==> config.mk <==
export PLATFORM = sky130hd
export DESIGN_NAME = camrx_csr
export DESIGN_NICKNAME = d
export VERILOG_FILES = /design/src/rtl/camrx_csr.sv
export SDC_FILE = /design/constraint.sdc
export NUM_CORES = 1
export LEC_CHECK = 0
export BUFFER_PORTS_ARGS = -buffer_cell sky130_fd_sc_hd__clkbuf_2
export CAP_MARGIN = 30
export CORE_MARGIN = 2
export CORE_UTILIZATION = 56
export DETAILED_ROUTE_END_ITERATION = 16
export PLACE_DENSITY_LB_ADDON = 0.15
export SETUP_SLACK_MARGIN = 0.3
export SLEW_MARGIN = 30
export SYNTH_ARGS = -nofsm -noshare
export SYNTH_HDL_FRONTEND = slang
export SYNTH_SLANG_ARGS = --single-unit
==> constraint.sdc <==
create_clock -name clk -period 3.9 [get_ports clk]
set_input_delay 0.78 -clock clk [delete_from_list [all_inputs] [get_ports clk]]
set_output_delay 0.78 -clock clk [all_outputs]
set_load 0.1 [all_outputs]
==> src/rtl/camrx_csr.sv <==
module camrx_csr #(
  parameter int          ADDR_W     = 8,
  parameter logic [15:0] RST_WIDTH  = 16'd640,
  parameter logic [15:0] RST_HEIGHT = 16'd480,
  parameter logic [5:0]  RST_DTYPE  = 6'h1E
) (
  input  logic              clk,
  input  logic              rst_n,
  input  logic [ADDR_W-1:0] addr_i,
  input  logic              wr_en_i,
  input  logic [31:0]       wr_data_i,
  output logic [31:0]       rd_data_o,
  input  logic [31:0]       hw_evt_i,
  input  logic [31:0]       phy_stat_i,
  output logic              rx_en_o,
  output logic              lane_swap_o,
  output logic [4:0]        lane_en_o,
  output logic [4:0]        settle_o,
  output logic [5:0]        data_type_o,
  output logic [1:0]        lanes_m1_o,
  output logic              align32_o,
  output logic              ext_wclk_o,
  output logic [15:0]       pix_w_o,
  output logic [15:0]       pix_h_o,
  output logic              irq_o
);
  localparam logic [ADDR_W-1:0] OFS_CTRL  = ADDR_W'('h00);
  localparam logic [ADDR_W-1:0] OFS_PHY   = ADDR_W'('h04);
  localparam logic [ADDR_W-1:0] OFS_CFG   = ADDR_W'('h08);
  localparam logic [ADDR_W-1:0] OFS_PSTAT = ADDR_W'('h0C);
  localparam logic [ADDR_W-1:0] OFS_MASK  = ADDR_W'('h10);
  localparam logic [ADDR_W-1:0] OFS_SRC   = ADDR_W'('h14);
  localparam logic [ADDR_W-1:0] OFS_RES   = ADDR_W'('h2C);
  localparam logic [31:0] SRC_VALID  = 32'hF000_F03F;
  localparam logic [31:0] MASK_VALID = 32'hF000_103F;
  localparam logic [31:0] RES_RST    = {RST_WIDTH, RST_HEIGHT};
  localparam logic [7:0]  CFG_RST    = {RST_DTYPE, 2'b00};

  logic        en_q, swap_q, wclk_h, align_h, upd_q, srst_q;
  logic [4:0]  lane_q, settle_h;
  logic [7:0]  cfg_h;
  logic [31:0] res_h, mask_q, src_q, eff_mask, ctrl_rd;
  logic [4:0]  settle_a;
  logic [7:0]  cfg_a;
  logic [31:0] res_a;
  logic        align_a, wclk_a, irq_q;

  wire wr_ctrl = wr_en_i && addr_i == OFS_CTRL;
  wire wr_phy  = wr_en_i && addr_i == OFS_PHY;
  wire wr_cfg  = wr_en_i && addr_i == OFS_CFG;
  wire wr_mask = wr_en_i && addr_i == OFS_MASK;
  wire wr_src  = wr_en_i && addr_i == OFS_SRC;
  wire wr_res  = wr_en_i && addr_i == OFS_RES;

  always_ff @(posedge clk or negedge rst_n) begin
    if (!rst_n) begin
      en_q <= 1'b0; swap_q <= 1'b0; wclk_h <= 1'b0; align_h <= 1'b0;
      upd_q <= 1'b0; srst_q <= 1'b0;
      lane_q <= '0; settle_h <= '0; cfg_h <= CFG_RST; res_h <= RES_RST;
      mask_q <= '0;
    end else begin
      upd_q  <= wr_ctrl & wr_data_i[16];
      srst_q <= wr_ctrl & wr_data_i[4];
      if (wr_ctrl) begin
        en_q    <= wr_data_i[0];
        wclk_h  <= wr_data_i[8];
        align_h <= wr_data_i[20];
        swap_q  <= wr_data_i[31];
      end
      if (wr_phy) begin
        lane_q   <= wr_data_i[4:0];
        settle_h <= wr_data_i[31:27];
      end
      if (wr_cfg)  cfg_h  <= wr_data_i[7:0];
      if (wr_res)  res_h  <= wr_data_i;
      if (wr_mask) mask_q <= wr_data_i & MASK_VALID;
    end
  end

  always_ff @(posedge clk or negedge rst_n) begin
    if (!rst_n) begin
      settle_a <= '0; cfg_a <= CFG_RST; res_a <= RES_RST;
      align_a <= 1'b0; wclk_a <= 1'b0;
    end else if (srst_q) begin
      settle_a <= '0; cfg_a <= CFG_RST; res_a <= RES_RST;
      align_a <= 1'b0; wclk_a <= 1'b0;
    end else if (upd_q) begin
      settle_a <= settle_h; cfg_a <= cfg_h; res_a <= res_h;
      align_a <= align_h; wclk_a <= wclk_h;
    end
  end

  assign eff_mask = (mask_q & 32'hF000_003F) | {16'h0, {4{mask_q[12]}}, 12'h0};

  always_ff @(posedge clk or negedge rst_n) begin
    if (!rst_n) begin
      src_q <= '0;
      irq_q <= 1'b0;
    end else begin
      irq_q <= |(src_q & eff_mask);
      if (srst_q) src_q <= '0;
      else src_q <= (src_q & ~(wr_src ? wr_data_i : 32'h0)) | (hw_evt_i & SRC_VALID);
    end
  end

  always_comb begin
    ctrl_rd     = '0;
    ctrl_rd[0]  = en_q;
    ctrl_rd[8]  = wclk_h;
    ctrl_rd[20] = align_h;
    ctrl_rd[31] = swap_q;
  end

  always_comb begin
    case (addr_i)
      OFS_CTRL:  rd_data_o = ctrl_rd;
      OFS_PHY:   rd_data_o = {settle_h, 22'h0, lane_q};
      OFS_CFG:   rd_data_o = {24'h0, cfg_h};
      OFS_PSTAT: rd_data_o = phy_stat_i;
      OFS_MASK:  rd_data_o = mask_q;
      OFS_SRC:   rd_data_o = src_q;
      OFS_RES:   rd_data_o = res_h;
      default:   rd_data_o = '0;
    endcase
  end

  assign rx_en_o     = en_q;
  assign lane_swap_o = swap_q;
  assign lane_en_o   = lane_q;
  assign settle_o    = settle_a;
  assign data_type_o = cfg_a[7:2];
  assign lanes_m1_o  = cfg_a[1:0];
  assign align32_o   = align_a;
  assign ext_wclk_o  = wclk_a;
  assign pix_w_o     = res_a[31:16];
  assign pix_h_o     = res_a[15:0];
  assign irq_o       = irq_q;

  AST_SRC_STICKY: assert property (@(posedge clk) disable iff (!rst_n)
    ($past(rst_n) && !$past(srst_q) && !$past(wr_src)) |-> ((src_q & $past(src_q)) == $past(src_q)));
  AST_EVENT_LATCHED: assert property (@(posedge clk) disable iff (!rst_n)
    ($past(rst_n) && !$past(srst_q)) |-> ((src_q & $past(hw_evt_i & SRC_VALID)) == $past(hw_evt_i & SRC_VALID)));
  AST_ACTIVE_HOLD: assert property (@(posedge clk) disable iff (!rst_n)
    ($past(rst_n) && !$past(upd_q) && !$past(srst_q)) |->
    $stable({settle_o, data_type_o, lanes_m1_o, align32_o, ext_wclk_o, pix_w_o, pix_h_o}));
  AST_SRST_CLEARS: assert property (@(posedge clk) disable iff (!rst_n)
    $past(srst_q) |-> (src_q == 32'h0 && data_type_o == RST_DTYPE && pix_w_o == RST_WIDTH));
  AST_IRQ_NEEDS_SRC: assert property (@(posedge clk) disable iff (!rst_n)
    (irq_o && $past(rst_n)) |-> $past(src_q != 32'h0));
endmodule

==> impl_metrics.csv, run 1 <==
group,metric,value,unit
placed_design,weighted_congestion_at_the_end_of_routability_driven_global_placement,0.951,
worst_setup_path,worst_setup_path_end_kind,"primary output",
timing,min_period,3.51,ns
timing,finalCritPeriodShare,0.901,
pwr,cellLeakagePower,4.52,nW
worst_setup_path,timing.critical_path.fanout_max,17,
clock_tree,post_cts_resized,0,
drt,routed_wire_length_per_instance,20.7,um
yosys,dominant_combinational_cell_family_by_area_after_synthesis,"multiplexers",
clock_tree,tritoncts,"done",
clock_tree,cts.htree.levels,4,
floorplanning,core_area,12000,um^2
drt,antenna_violating_nets_post_route,0,
timing,setup_viol_count_final,0,
hold_path,path_category_of_the_worst_min_delay_check,"input port to async pin",
floorplanning,fp-row-count,40,
cells_and_area,post-route-util,0.747,
floorplanning,die_width,114,um
worst_setup_path,critPathLaunchType,"input port",
clock_tree,cts_buffers,17,
pwr,ir_drop,311,uV
pwr,total_power,0.00361,W
yosys,avgSynthCellArea,11.6,um^2
floorplanning,initial_core_utilization,0.571,
yosys,fraction_of_the_yosys_area_taken_by_sequential_cells,0.543,
drt,wl,19.1,mm
placed_design,io_buffers,175,
floorplanning,die_h,114,um
worst_setup_path,timing.critical_path.slowest_stage_cell,"sky130_fd_sc_hd__or4b_4",
yosys,post_synth_inst_count,588,
timing,timing_worst_slew_pin_value,0.941,ns
clock_tree,cts_setup_buffers,0,
timing,tns,0,ns
flow_run,max_cap_viol_count,0,
clock_tree,clk_pin_slew,0.05,ns
yosys,synth_simple_gate_area_frac,0.110,
worst_setup_path,crit_buf_inv,3,
floorplanning,dieArea,13100,um^2
global_routing,grt_start_max_net_pins,103,
yosys,muxShareOfSynthArea,0.184,
yosys,synthesis.area,6830,um^2
clock_tree,clock-root-buffer,"sky130_fd_sc_hd__clkbuf_16",
yosys,yosys_warnings,0,
worst_setup_path,crit_path_cell_trace,"clkbuf_2 -> or4b_4 -> nor3_2 -> buf_4 -> a22oi_1 -> o21ai_1 -> buf_12",
yosys,synth_seq_cells,147,
worst_setup_path,crit_family,"simple AND/OR/NAND/NOR gates",
drt,viasPerCell,6.02,
yosys,most_used_standard_cell_by_instance_count_after_synthesis,"sky130_fd_sc_hd__dfrtp_1",
pwr,powerDensity,403,nW/um^2
cells_and_area,filler_cell_count,830,
yosys,mappedNetlistNets,695,
drt,drt-initial-drc-count,478,
clock_tree,cts_sinks,147,
clock_tree,cts_buffer_depth,2,
timing,slew-limit-headroom,0.371,
timing,grt_setup_unrepaired,"no",
yosys,post-synth-top-area-cell,"sky130_fd_sc_hd__dfrtp_1",
cells_and_area,syn2layout_area_growth,31.0,%
placed_design,dp.final_hpwl,13.2,mm
timing,finalHoldViolCount,0,
global_routing,globalRouteOverflowTotal,0,
global_routing,grt_pass1_vias,5718,
drt,detail_route.drc_violations,0,
cells_and_area,fraction_of_layout_instances_using_a_drive_strength_above_1,0.417,
drt,dr_pass1_iterations,5,
timing,slew_viol_final,0,
worst_setup_path,setup.worst_path.class,"input port to primary output",
global_routing,gr-usage-all-layers,0.301,
worst_setup_path,critical_path_required,3.12,ns
yosys,synth_cell_types,47,
global_routing,number_of_antenna_violations_at_the_first_check_in_global_routing,0,
clock_tree,hold_buffers,0,
yosys,ys_top_cells_by_count,"sky130_fd_sc_hd__dfrtp_1, sky130_fd_sc_hd__nor2_1, sky130_fd_sc_hd__mux2_2",
drt,dr_total_vias,5541,
cells_and_area,diodes,0,
yosys,postSynth.topFlopCell,"sky130_fd_sc_hd__dfrtp_1",
run_status,run_status,"complete, no violations",
yosys,synth-edff-count,0,
worst_setup_path,arrival,2.73,ns
yosys,synth_top_area_share,0.466,
timing,timing.fmax,285,MHz
clock_tree,insertion_delay,0.42,ns
yosys,arithmetic_cell_share_of_the_synthesized_area_counting_full_adders_half_adders_and_majority_gates,0,
cells_and_area,fin_nets,867,
yosys,synth-async-reset-ratio,1.00,
yosys,synth.area.top_cells,"sky130_fd_sc_hd__dfrtp_1, sky130_fd_sc_hd__mux2_2, sky130_fd_sc_hd__dfstp_2",
global_routing,grt_pass1_wl,30.1,mm
worst_setup_path,max_incr_delay_on_cp,0.56,ns
floorplanning,boundaryPins,194,
yosys,synth_compound_gate_area_share,0.119,
timing,clock_skew,0.00409,ns
yosys,synth_xor_xnor_area_share,0,
-- stage by stage --
step | hold WS [ns] | setup slack (ns) | std cells | instance area (um^2)
floorplan | 0.467 | 0.0954 | 588 | 6870
global placement | 0.484 | 0.434 | 888 | 8370
detailed placement | 0.485 | 0.409 | 888 | 8370
CTS | 0.493 | 0.381 | 920 | 8940
global route | 0.499 | 0.320 | 920 | 8940
finish | 0.424 | 0.387 | 920 | 8940
-- registers in the layout, indices dropped and copies added (netlist names) --
register,cells
align32_o,1
align_h,1
cfg_a,8
cfg_h,8
ext_wclk_o,1
irq_o,1
lane_en_o,5
lane_swap_o,1
mask_q,11
res_a,32
res_h,32
rx_en_o,1
settle_h,5
settle_o,5
src_q,32
srst_q,1
upd_q,1
wclk_h,1
-- worst reg2reg max path: stages (launching register included) --
cell	delay (ns)
sky130_fd_sc_hd__dfrtp_2	0.98
sky130_fd_sc_hd__buf_4	0.50
sky130_fd_sc_hd__mux2i_1	0.26
sky130_fd_sc_hd__nor2_1	0.06
-- final cells by class --
class / instances / area, um^2 / area share
Sequential cell: 147 / 3710 / 0.414
Multi-Input combinational cell: 368 / 2870 / 0.321
Timing Repair Buffer: 193 / 1490 / 0.166
Clock buffer: 27 / 473 / 0.0529
Tap cell: 147 / 184 / 0.0206
Inverter: 33 / 124 / 0.0139
Clock inverter: 5 / 100 / 0.0112
-- layout by cell type (no fill, tap or decap), types with 2 or more instances in the layout --
master	Yosys	routed
sky130_fd_sc_hd__clkbuf_8	0	2
sky130_fd_sc_hd__nor3_1	5	4
sky130_fd_sc_hd__a31oi_1	3	3
sky130_fd_sc_hd__clkbuf_16	0	17
sky130_fd_sc_hd__nor4b_1	2	2
sky130_fd_sc_hd__nor2b_1	12	12
sky130_fd_sc_hd__a2bb2oi_1	2	2
sky130_fd_sc_hd__dfrtp_1	127	125
sky130_fd_sc_hd__nand2_2	2	2
sky130_fd_sc_hd__dfrtp_2	0	2
sky130_fd_sc_hd__mux2_2	58	58
sky130_fd_sc_hd__nand3_1	11	11
sky130_fd_sc_hd__clkbuf_2	0	142
sky130_fd_sc_hd__buf_12	0	31
sky130_fd_sc_hd__o21ai_2	0	3
sky130_fd_sc_hd__nor2_1	61	61
sky130_fd_sc_hd__a311oi_1	14	14
sky130_fd_sc_hd__o22ai_2	0	4
sky130_fd_sc_hd__a32oi_1	2	2
sky130_fd_sc_hd__a211oi_1	2	2
sky130_fd_sc_hd__a21oi_1	26	26
sky130_fd_sc_hd__a221o_1	3	3
sky130_fd_sc_hd__buf_4	0	19
sky130_fd_sc_hd__dfstp_2	20	20
sky130_fd_sc_hd__a22oi_1	13	13
sky130_fd_sc_hd__nand2b_1	19	19
sky130_fd_sc_hd__o21ai_0	6	2
sky130_fd_sc_hd__clkinv_2	0	2
sky130_fd_sc_hd__o21ai_1	1	2
sky130_fd_sc_hd__mux2i_1	44	44
sky130_fd_sc_hd__nand2_1	13	13
sky130_fd_sc_hd__inv_1	33	33
sky130_fd_sc_hd__a222oi_1	16	16
sky130_fd_sc_hd__clkbuf_1	24	9
sky130_fd_sc_hd__a211o_1	11	11
sky130_fd_sc_hd__a22o_1	2	2
sky130_fd_sc_hd__bufinv_16	0	3
sky130_fd_sc_hd__and3_1	9	9
sky130_fd_sc_hd__mux2_4	10	10
sky130_fd_sc_hd__or3_1	2	2
-- logic make-up (layout without fill, tap and decap cells) --
logic type / count (synthesis) / after routing
and+or+nand+nor: 146 / 146
buffers and inverters: 73 / 258
DFF: 147 / 147
muxes: 113 / 113
AOI/OAI and AO/OA: 109 / 109
-- path summary, 6_finish.rpt --
check                           depth (start not counted)  slack, ns            startpoint                       to
max in group asynchronous                               2       2.69                 rst_n     cfg_h[3]$_DFFE_PN1P_
worst max-delay path                                    7       0.39             addr_i[4]             rd_data_o[7]
worst min register to register                          2       0.49  cfg_h[4]$_DFFE_PN1P_     cfg_h[4]$_DFFE_PN1P_
worst min-delay path                                    1       0.42                 rst_n    res_a[29]$_DFFE_PN0P_
worst max register to register                          3       1.97       upd_q$_DFF_PN0_  settle_o[0]$_DFFE_PN0P_
min in group clk                                        2       0.49  cfg_h[4]$_DFFE_PN1P_     cfg_h[4]$_DFFE_PN1P_
-- power breakdown --
part           switching, W  internal [W]  total (W)
clock              0.000585       0.00102    0.00161
sequential        0.0000443       0.00159    0.00164
combinational      0.000242      0.000119   0.000361
total              0.000871       0.00273    0.00361
-- routing by layer --
| layer | global-route usage | wire length (um) | share of wire |
|---|---|---|---|
| met2 | 0.464 | 9040 | 0.47 |
| met5 | 0 | 0 | 0 |
| met3 | 0.0789 | 1600 | 0.084 |
| met1 | 0.410 | 8020 | 0.42 |
| met4 | 0.119 | 389 | 0.020 |
(Power assumes the default switching activity.)
==> run 2: changes to the inputs <==
- CORE_UTILIZATION: 56 -> 58
- CTS_BUF_LIST: default -> sky130_fd_sc_hd__clkbuf_4
- RECOVER_POWER: default -> 25
==> run 2 against run 1 <==
Compared with the run above: the run now ends with max-capacitance violations, max-slew violations left; routed wire length is 0.99% lower; sequential cell count is the same; die area decreased by 3.3%; clock power decreased by 47%; non-clock buffer count increased by 3; critical endpoint is now rd_data_o[6]; highest routed layer unchanged.
==> impl_metrics.csv, run 2 (synthesis results as in run 1) <==
group,metric,value,unit
run_status,run_status,"complete, but fails checks",
run_status,violations,"max-capacitance violations, max-slew violations",
drt,wl,18.9,mm
global_routing,number_of_antenna_violations_at_the_first_check_in_global_routing,0,
timing,timing_worst_slew_pin_value,2.18,ns
timing,tns,0,ns
worst_setup_path,max_incr_delay_on_cp,0.57,ns
worst_setup_path,critPathLaunchType,"input port",
drt,viasPerCell,6.00,
pwr,internal_power,0.00205,W
worst_setup_path,arrival,2.68,ns
drt,dr_pass1_iterations,6,
global_routing,gr-usage-all-layers,0.307,
floorplanning,die_h,112,um
pwr,pwr-share-clk,0.298,
clock_tree,cts_buffer_depth,2,
timing,fin_hold_ws,0.400,ns
clock_tree,clock-root-buffer,"sky130_fd_sc_hd__clkbuf_4",
pwr,share_seq_of_total_power,0.576,
drt,antenna_violating_nets_post_route,0,
clock_tree,clk_pin_slew,0.11,ns
clock_tree,cts_sinks,147,
timing,finalCritPeriodShare,0.886,
drt,detail_route.drc_violations,0,
clock_tree,tritoncts,"done",
placed_design,dp.final_hpwl,13.6,mm
pwr,powerDensity,330,nW/um^2
cells_and_area,biggestRegsByFlops,"res_a x32, res_h x32, src_q x32",
cells_and_area,syn2layout_area_growth,25.8,%
flow_run,max_cap_viol_count,1,
timing,slew_viol_final,92,
hold_path,path_category_of_the_worst_min_delay_check,"input port to register",
cells_and_area,post-route-util,0.749,
pwr,cellLeakagePower,4.38,nW
timing,min_period,3.46,ns
timing,finalHoldViolCount,0,
worst_setup_path,worst_setup_path_end_kind,"primary output",
timing,slew-limit-headroom,-0.457,
worst_setup_path,setup.worst_path.class,"input port to primary output",
floorplanning,die_width,112,um
cells_and_area,most_common_cell_after_layout_fill_and_taps_aside,"sky130_fd_sc_hd__clkbuf_2",
global_routing,grt_start_max_net_pins,92,
pwr,power_frac_comb,0.126,
clock_tree,post_cts_resized,0,
cells_and_area,fin_nets,870,
clock_tree,cts.htree.levels,4,
timing,setup_viol_count_final,0,
clock_tree,cts_buffers,17,
floorplanning,dieArea,12700,um^2
drt,drt-initial-drc-count,533,
global_routing,grt_pass1_wl,30.0,mm
worst_setup_path,critical_path_required,3.12,ns
worst_setup_path,crit_path_cell_trace,"clkbuf_2 -> or4b_4 -> nor3_2 -> buf_4 -> a22oi_1 -> o21ai_1 -> buf_12",
pwr,ir_drop,301,uV
worst_setup_path,crit_buf_inv,3,
cells_and_area,filler_cell_count,808,
global_routing,grt_pass1_vias,5725,
pwr,switching_portion_of_total_power,0.276,
worst_setup_path,timing.critical_path.slowest_stage_cell,"sky130_fd_sc_hd__or4b_4",
floorplanning,fp-row-count,39,
pwr,switching_power,0.000785,W
worst_setup_path,timing.critical_path.fanout_max,13,
drt,dr_total_vias,5515,
floorplanning,core_area,11500,um^2
clock_tree,cts_setup_buffers,0,
drt,routed_wire_length_per_instance,20.5,um
clock_tree,hold_buffers,0,
placed_design,weighted_congestion_at_the_end_of_routability_driven_global_placement,0.959,
cells_and_area,diodes,0,
placed_design,io_buffers,175,
cells_and_area,most-common-layout-cells,"sky130_fd_sc_hd__clkbuf_2, sky130_fd_sc_hd__dfrtp_1, sky130_fd_sc_hd__nor2_1",
timing,timing.fmax,289,MHz
timing,grt_setup_unrepaired,"no",
clock_tree,insertion_delay,0.54,ns
global_routing,globalRouteOverflowTotal,0,
cells_and_area,fraction_of_layout_instances_using_a_drive_strength_above_1,0.424,
floorplanning,boundaryPins,194,
worst_setup_path,crit_family,"buffers and inverters",
timing,clock_skew,0.0148,ns
floorplanning,initial_core_utilization,0.595,
run 2: cell types whose count changed in the layout (fill, tap and decap cells not counted), sizes merged:
cell,delta
clkbuf,-3
buf,+2
bufinv,-2
clkinvlp,+1
clkinv,+5
run 2: final cells by class:
| cell class | count | area (um^2) | area share |
|---|---|---|---|
| multi-input cells | 368 | 2870 | 0.334 |
| clock buffers | 23 | 173 | 0.0201 |
| repair buffers | 196 | 1470 | 0.172 |
| well taps | 143 | 179 | 0.0208 |
| flip-flops and latches | 147 | 3710 | 0.432 |
| clock inverters | 9 | 66.3 | 0.00772 |
| inverters | 33 | 124 | 0.0144 |
run 2: layer usage:
metal / vias to the layer above / track usage / routed length (um)
met4: 0 / 0.0862 / 219
met2: 248 / 0.489 / 9210
met1: 2770 / 0.412 / 7800
met3: 19 / 0.0967 / 1640
li1: 2478 / - / -
met5: - / 0 / 0
run 2: power groups by stage:
stage	clock [W]	combinational (W)	sequential (W)
5_1_grt	0.000932	0.000383	0.00164
6_report	0.000846	0.000358	0.00163
2_1_floorplan	0	0.000124	0.00174
3_3_place_gp	0	0.000351	0.00166
3_5_place_dp	0	0.000361	0.00166
4_1_cts	0.000866	0.000362	0.00163
run 2: worst register-to-register path: stages (launching register included):
cell                      delay, ns
sky130_fd_sc_hd__dfrtp_2       0.68
sky130_fd_sc_hd__buf_4         0.60
sky130_fd_sc_hd__mux2i_1       0.32
sky130_fd_sc_hd__nor2_1        0.06
run 2: worst paths after layout:
path / slack [ns] / end / start / depth (start not counted)
worst min-delay path: 0.40 / src_q[17]$_DFF_PN0_ / wr_data_i[17] / 2
worst max register to register: 2.10 / settle_o[3]$_DFFE_PN0P_ / upd_q$_DFF_PN0_ / 3
max in group asynchronous: 0.73 / src_q[14]$_DFF_PN0_ / rst_n / 2
min in group asynchronous: 0.83 / res_a[1]$_DFFE_PN0P_ / rst_n / 1
worst min register to register: 0.52 / cfg_h[4]$_DFFE_PN1P_ / cfg_h[4]$_DFFE_PN1P_ / 2
worst max-delay path: 0.44 / rd_data_o[6] / addr_i[4] / 7
run 2: per-stage QoR:
step | setup WS, ns | std cells | instance area (um^2) | total power, W
final | 0.444 | 919 | 8590 | 0.00284
after global placement | 0.467 | 887 | 8370 | 0.00201
after floorplan | 0.0954 | 588 | 6870 | 0.00187
after global routing | 0.189 | 919 | 8590 | 0.00296
after CTS | 0.474 | 919 | 8610 | 0.00286
after detailed placement | 0.484 | 887 | 8370 | 0.00202
